<file path="src/rtl/ds_link_tx.sv">
module ds_link_tx #(
  parameter int DIV_W       = 8,
  parameter int DIV_RESET   = 2,
  parameter int CREDIT_MAX  = 56,
  parameter int CREDIT_STEP = 8,
  parameter int TIME_W      = 6
) (
  input  logic             clk,
  input  logic             rst_n,
  input  logic             tx_en,
  input  logic             data_mode,
  input  logic             rate_wr,
  input  logic [DIV_W-1:0] rate_val,
  input  logic             fifo_empty,
  input  logic [7:0]       fifo_data,
  input  logic             fifo_mark,
  output logic             fifo_rd,
  input  logic             fct_req,
  output logic             fct_ack,
  input  logic             fct_rx,
  input  logic             tick_wr,
  input  logic [1:0]       tick_flags,
  output logic             credit_err,
  output logic             ds_d,
  output logic             ds_s
);
  localparam int CW = $clog2(CREDIT_MAX + CREDIT_STEP + 1);
  localparam logic [1:0] C_FCT = 2'd0, C_EOP = 2'd1, C_EEP = 2'd2, C_ESC = 2'd3;
  localparam logic [1:0] F_NONE = 2'd0, F_FCT = 2'd1, F_TIME = 2'd2;

  logic [DIV_W-1:0]  div, cnt;
  logic [9:0]        sr, newc, curc;
  logic [3:0]        left;
  logic              prevx, par, is_data, take_t, bit_tick, load, fit;
  logic [CW-1:0]     credit;
  logic              cerr;
  logic              tpend;
  logic [TIME_W-1:0] tval;
  logic [1:0]        tflg, follow, fol_n, code;
  logic [7:0]        pay;

  assign bit_tick   = tx_en && (cnt == '0);
  assign load       = bit_tick && (left == 4'd0);
  assign fit        = (credit + CW'(CREDIT_STEP)) <= CW'(CREDIT_MAX);
  assign credit_err = cerr;

  always_comb begin
    is_data = 1'b0;
    pay     = '0;
    code    = C_ESC;
    fol_n   = F_NONE;
    take_t  = 1'b0;
    fct_ack = 1'b0;
    fifo_rd = 1'b0;
    if (follow == F_FCT) begin
      code = C_FCT;
    end else if (follow == F_TIME) begin
      is_data = 1'b1;
      pay     = 8'({tflg, tval});
    end else if (tpend) begin
      fol_n  = F_TIME;
      take_t = load;
    end else if (fct_req) begin
      code    = C_FCT;
      fct_ack = load;
    end else if (data_mode && !fifo_empty && credit != '0) begin
      fifo_rd = load;
      if (fifo_mark) code = fifo_data[0] ? C_EEP : C_EOP;
      else begin
        is_data = 1'b1;
        pay     = fifo_data;
      end
    end else begin
      fol_n = F_FCT;
    end
  end

  assign par  = ~(prevx ^ ~is_data);
  assign newc = is_data ? {pay, 1'b0, par} : {6'b0, code, 1'b1, par};
  assign curc = load ? newc : sr;

  always_ff @(posedge clk or negedge rst_n) begin
    if (!rst_n) begin
      div    <= DIV_W'(DIV_RESET);
      cnt    <= '0;
      sr     <= '0;
      left   <= '0;
      prevx  <= 1'b0;
      ds_d   <= 1'b0;
      ds_s   <= 1'b0;
      credit <= '0;
      cerr   <= 1'b0;
      tpend  <= 1'b0;
      tval   <= '0;
      tflg   <= '0;
      follow <= F_NONE;
    end else begin
      if (rate_wr) div <= rate_val;
      if (tick_wr) begin
        tval <= tval + 1'b1;
        tflg <= tick_flags;
      end
      if (!tx_en) begin
        cnt    <= '0;
        sr     <= '0;
        left   <= '0;
        prevx  <= 1'b0;
        ds_d   <= 1'b0;
        ds_s   <= 1'b0;
        credit <= '0;
        cerr   <= 1'b0;
        tpend  <= 1'b0;
        follow <= F_NONE;
      end else begin
        cnt <= bit_tick ? div : cnt - 1'b1;
        if (bit_tick) begin
          ds_d <= curc[0];
          if (curc[0] == ds_d) ds_s <= ~ds_s;
          sr   <= curc >> 1;
          left <= (load ? (is_data ? 4'd10 : 4'd4) : left) - 4'd1;
        end
        if (load) begin
          follow <= fol_n;
          prevx  <= is_data ? ^pay : ^code;
        end
        if (tick_wr) tpend <= 1'b1;
        else if (take_t) tpend <= 1'b0;
        credit <= credit + ((fct_rx && fit) ? CW'(CREDIT_STEP) : CW'(0))
                         - (fifo_rd ? CW'(1) : CW'(0));
        if (fct_rx && !fit) cerr <= 1'b1;
      end
    end
  end
endmodule

</file>
<file path="config.mk">
export PLATFORM = sky130hd
export DESIGN_NAME = ds_link_tx
export DESIGN_NICKNAME = d
export VERILOG_FILES = /design/src/rtl/ds_link_tx.sv
export SDC_FILE = /design/constraint.sdc
export NUM_CORES = 1
export LEC_CHECK = 0
export BUFFER_PORTS_ARGS = -buffer_cell sky130_fd_sc_hd__buf_2
export CAP_MARGIN = 20
export CORE_ASPECT_RATIO = 0.8
export CORE_MARGIN = 2
export CORE_UTILIZATION = 60
export CTS_CLUSTER_SIZE = 30
export DETAILED_ROUTE_END_ITERATION = 10
export PLACE_DENSITY_LB_ADDON = 0.1
export SYNTH_ARGS = -nofsm -noshare
export SYNTH_HDL_FRONTEND = slang
export SYNTH_SLANG_ARGS = --single-unit
export TNS_END_PERCENT = 5
</file>
<file path="constraint.sdc">
create_clock -name clk -period 5.4 [get_ports clk]
set_input_delay 1.08 -clock clk [delete_from_list [all_inputs] [get_ports clk]]
set_output_delay 1.08 -clock clk [all_outputs]
set_load 0.02 [all_outputs]
</file>
==> results by group <==
Worst setup path
  • Critical Path End Type: output port
  • CP Max Fanout: 13
  • Required @ worst endpoint: 4.32 ns
  • Critical Path Start Type: register
  • Classification of the worst setup path: reg2out
  • CP arrival: 2.78 ns

Power
  • NetSw: 687.3 uW
  • Flop pwr share: 0.352
  • Clk network pwr share: 0.182
  • Switching share of power: 0.4017
  • Leakage Power: 0.001535 uW
  • Int Power: 1024 uW
  • VDD IR max: 0.3330 mV
  • Combinational share of power: 0.466
  • Pwr dens: 494.9 nW/um2

Final layout
  • Number of nets in the layout: 410
  • Finished Layout Cells: 429
  • Share of layout cells above drive strength 1: 0.1662
  • Layout area overhead: 9.774%
  • Ant diodes: 0

Timing
  • Post-Route Setup TNS: 0 ns
  • Max Fclk: 259.2 MHz
  • Clock Skews: 0.004297 ns
  • Unrepaired setup endpoints after global routing: no
  • # setup viols final: 0
  • Tmin final: 3.859 ns
  • Slew Limit Fails: 0
  • Post-route clock period utilization: 0.7145
  • Worst-margin pin slew: 0.8970 ns
  • Max-slew headroom: 0.4006
  • Final Hold Fails: 0

CTS
  • Clock slew at reported path FFs: 0.09 ns
  • H-tree depth: 2
  • CTS tree: built
  • Post-cts resize count: 0
  • # clock sinks: 51
  • Clock buffer count from CTS: 5
  • Post-CTS setup buffer count: 0
  • Root Driver: clkbuf_8
  • Hold buffer count at CTS: 0
  • CTS Buffer Depth: 2
  • Worst skew pair latency: 0.30 ns

Die
  • Die width: 85 um
  • Rows: 23
  • Core Box Area: 5036 um2
  • Die area: 5848 um2
  • Num ports: 33
  • Die Y: 68.80 um
  • Initial Utilization: 0.6253

Logic synthesis
  • Synth top area share: 0.3973
  • Xor/xnor cell area share of the yosys netlist: 0.08621
  • Number of synthesized flops with an enable pin: 0
  • Fraction of registers with async set/reset: 1.000
  • Leading area contributor after synthesis: dfrtp_1
  • Yosys reg bits: 51
  • Mapped cell area: 3149 um2
  • Post-Synth Simple-Gate Area: 0.1756
  • Syn Nets: 387
  • Largest family of logic cells by synthesized area: simple AND/OR/NAND/NOR gates
  • Mapped Avg Cell Area: 9.182 um2
  • Top FF cell, synth: dfrtp_1
  • Ys Warns: 0
  • Top-count cell post-synth: dfrtp_1
  • Sequential area share after synthesis: 0.4056
  • Adder-cell area share of the yosys netlist: 0.07271
  • Post-synthesis cell count: 343
  • Synth area leaders: dfrtp_1 (40%), ha_1 (6.0%), xnor2_1 (5.8%), nor2_1 (4.6%), a21oi_1 (4.4%)
  • Mux share of post-synthesis cell area: 0.04410
  • Post-synthesis compound-gate area fraction: 0.1685
  • Post-synth top cells: dfrtp_1 (50), nor2_1 (39), a21oi_1 (28)
  • Synth cell types: 56

Detailed routing
  • Post-route ant nets: 0
  • Post-Route WL: 6516 um
  • Routed vias/inst: 5.872
  • Wire length per cell: 15.19 um
  • DRT iter0 DRCs: 146
  • Drc violations: 0
  • Via Count: 2519
  • DR pass1 iterations: 5

Worst hold path
  • Min-Delay Path Class: reg2reg

Global routing
  • Tot GR Track Use: 0.2444
  • Antenna violations before repair: 0
  • Largest net degree at the start of global routing: 52
  • Vias in the first global route: 2347
  • Total congestion overflow: 0
  • Global-route wire length before repair: 11200 um

Placement
  • Dpl hpwl: 4733 um
  • Final weighted congestion in routability-driven placement: 0.8464
  • Cells after DPL: 421
  • PortBufs: 32

Run
  • Number of max-cap violations: 0

Outcome
  • Status: finished clean
cell usage in the layout, fill, tap and decap left out, types with 2 or more instances in the layout:
cell       count
a211oi_1      10
a21o_1         2
a21oi_1       28
a221oi_1       2
a22oi_1        3
a311oi_1       2
a31oi_1        3
and2_1         2
and3_1         4
buf_2         32
buf_4          2
bufinv_16      2
clkbuf_8       5
dfrtp_1       50
ha_1          15
inv_1         17
mux2_2        11
nand2_1       23
nand2b_1       2
nand3_1       11
nand4_1        4
nor2_1        39
nor2b_1        6
nor3_1         7
nor3b_1        2
nor4_1         4
nor4b_1        2
o211ai_1       2
o21ai_0       15
o21ai_1        2
or4_1          2
xnor2_1       21
xor2_1        10
metal layers:
metal,global-route usage,wire length [um],vias to the layer above
met5,0,0,-
met4,0.06349,53,0
met3,0.04167,332,9
met2,0.3652,2860,61
met1,0.3699,3269,1198
li1,-,-,1251
worst max-delay path, cell delays in order, from the launching register on:
cell     delay [ns]
dfrtp_1        0.42
nor4_1         0.58
and4_1         0.57
nand3_1        0.23
nor4_1         0.41
buf_2          0.25
power groups by stage:
stage / logic [uW] / clock network (uW) / registers, uW
floorplan: 647 / 0 / 576
global placement: 764 / 0 / 607
detailed placement: 790 / 0 / 607
CTS: 797 / 316 / 601
global route: 903 / 333 / 624
finish: 797 / 312 / 602
final timing paths:
check / to / from / cells after the start / slack (ns)
worst max-delay path: fifo_rd / cnt[2]$_DFF_PN0_ / 5 / 1.54
worst min-delay path: cnt[0]$_DFF_PN0_ / cnt[0]$_DFF_PN0_ / 1 / 0.50
worst max register to register: credit[5]$_DFF_PN0_ / cnt[2]$_DFF_PN0_ / 14 / 1.73
worst min register to register: cnt[0]$_DFF_PN0_ / cnt[0]$_DFF_PN0_ / 1 / 0.50
max in group asynchronous: cnt[2]$_DFF_PN0_ / rst_n / 2 / 4.09
min in group asynchronous: credit[6]$_DFF_PN0_ / rst_n / 2 / 0.87
layout make-up:
cell class	instances	area [um2]
clock inverter	2	60.06
multi-input combinational	255	1723
sequential	51	1277
timing repair buffer	34	175.2
clock buffer	6	72.57
tap	62	77.57
fill	401	1579
inverter	19	71.32
per-stage QoR:
stage	area [um2]	setup slack (ns)	utilization	hold WS, ns	power, uW
2_1_floorplan	3149	1.669	-	0.4483	1223
3_3_place_gp	3324	1.708	0.6601	0.4737	1370
3_5_place_dp	3324	1.542	0.6601	0.4803	1397
4_1_cts	3457	1.585	0.6865	0.4928	1713
5_1_grt	3457	1.352	0.6865	0.5283	1859
6_report	3457	1.541	0.6865	0.4993	1711
registers in the layout, indices dropped and copies added (netlist names):
| register | flops |
|---|---|
| cnt | 8 |
| credit | 7 |
| credit_err | 1 |
| div | 8 |
| ds_d | 1 |
| ds_s | 1 |
| follow | 2 |
| left | 4 |
| prevx | 1 |
| sr | 9 |
| tflg | 2 |
| tpend | 1 |
| tval | 6 |
kinds of logic (layout without fill, tap and decap cells):
group,Yosys count,in the layout
xor+xnor,31,31
buf+inv,37,61
simple gates,113,113
mux,12,12
fa+ha+maj,18,18
compound gates,81,81
flops,51,51
(Power assumes the default switching activity.)
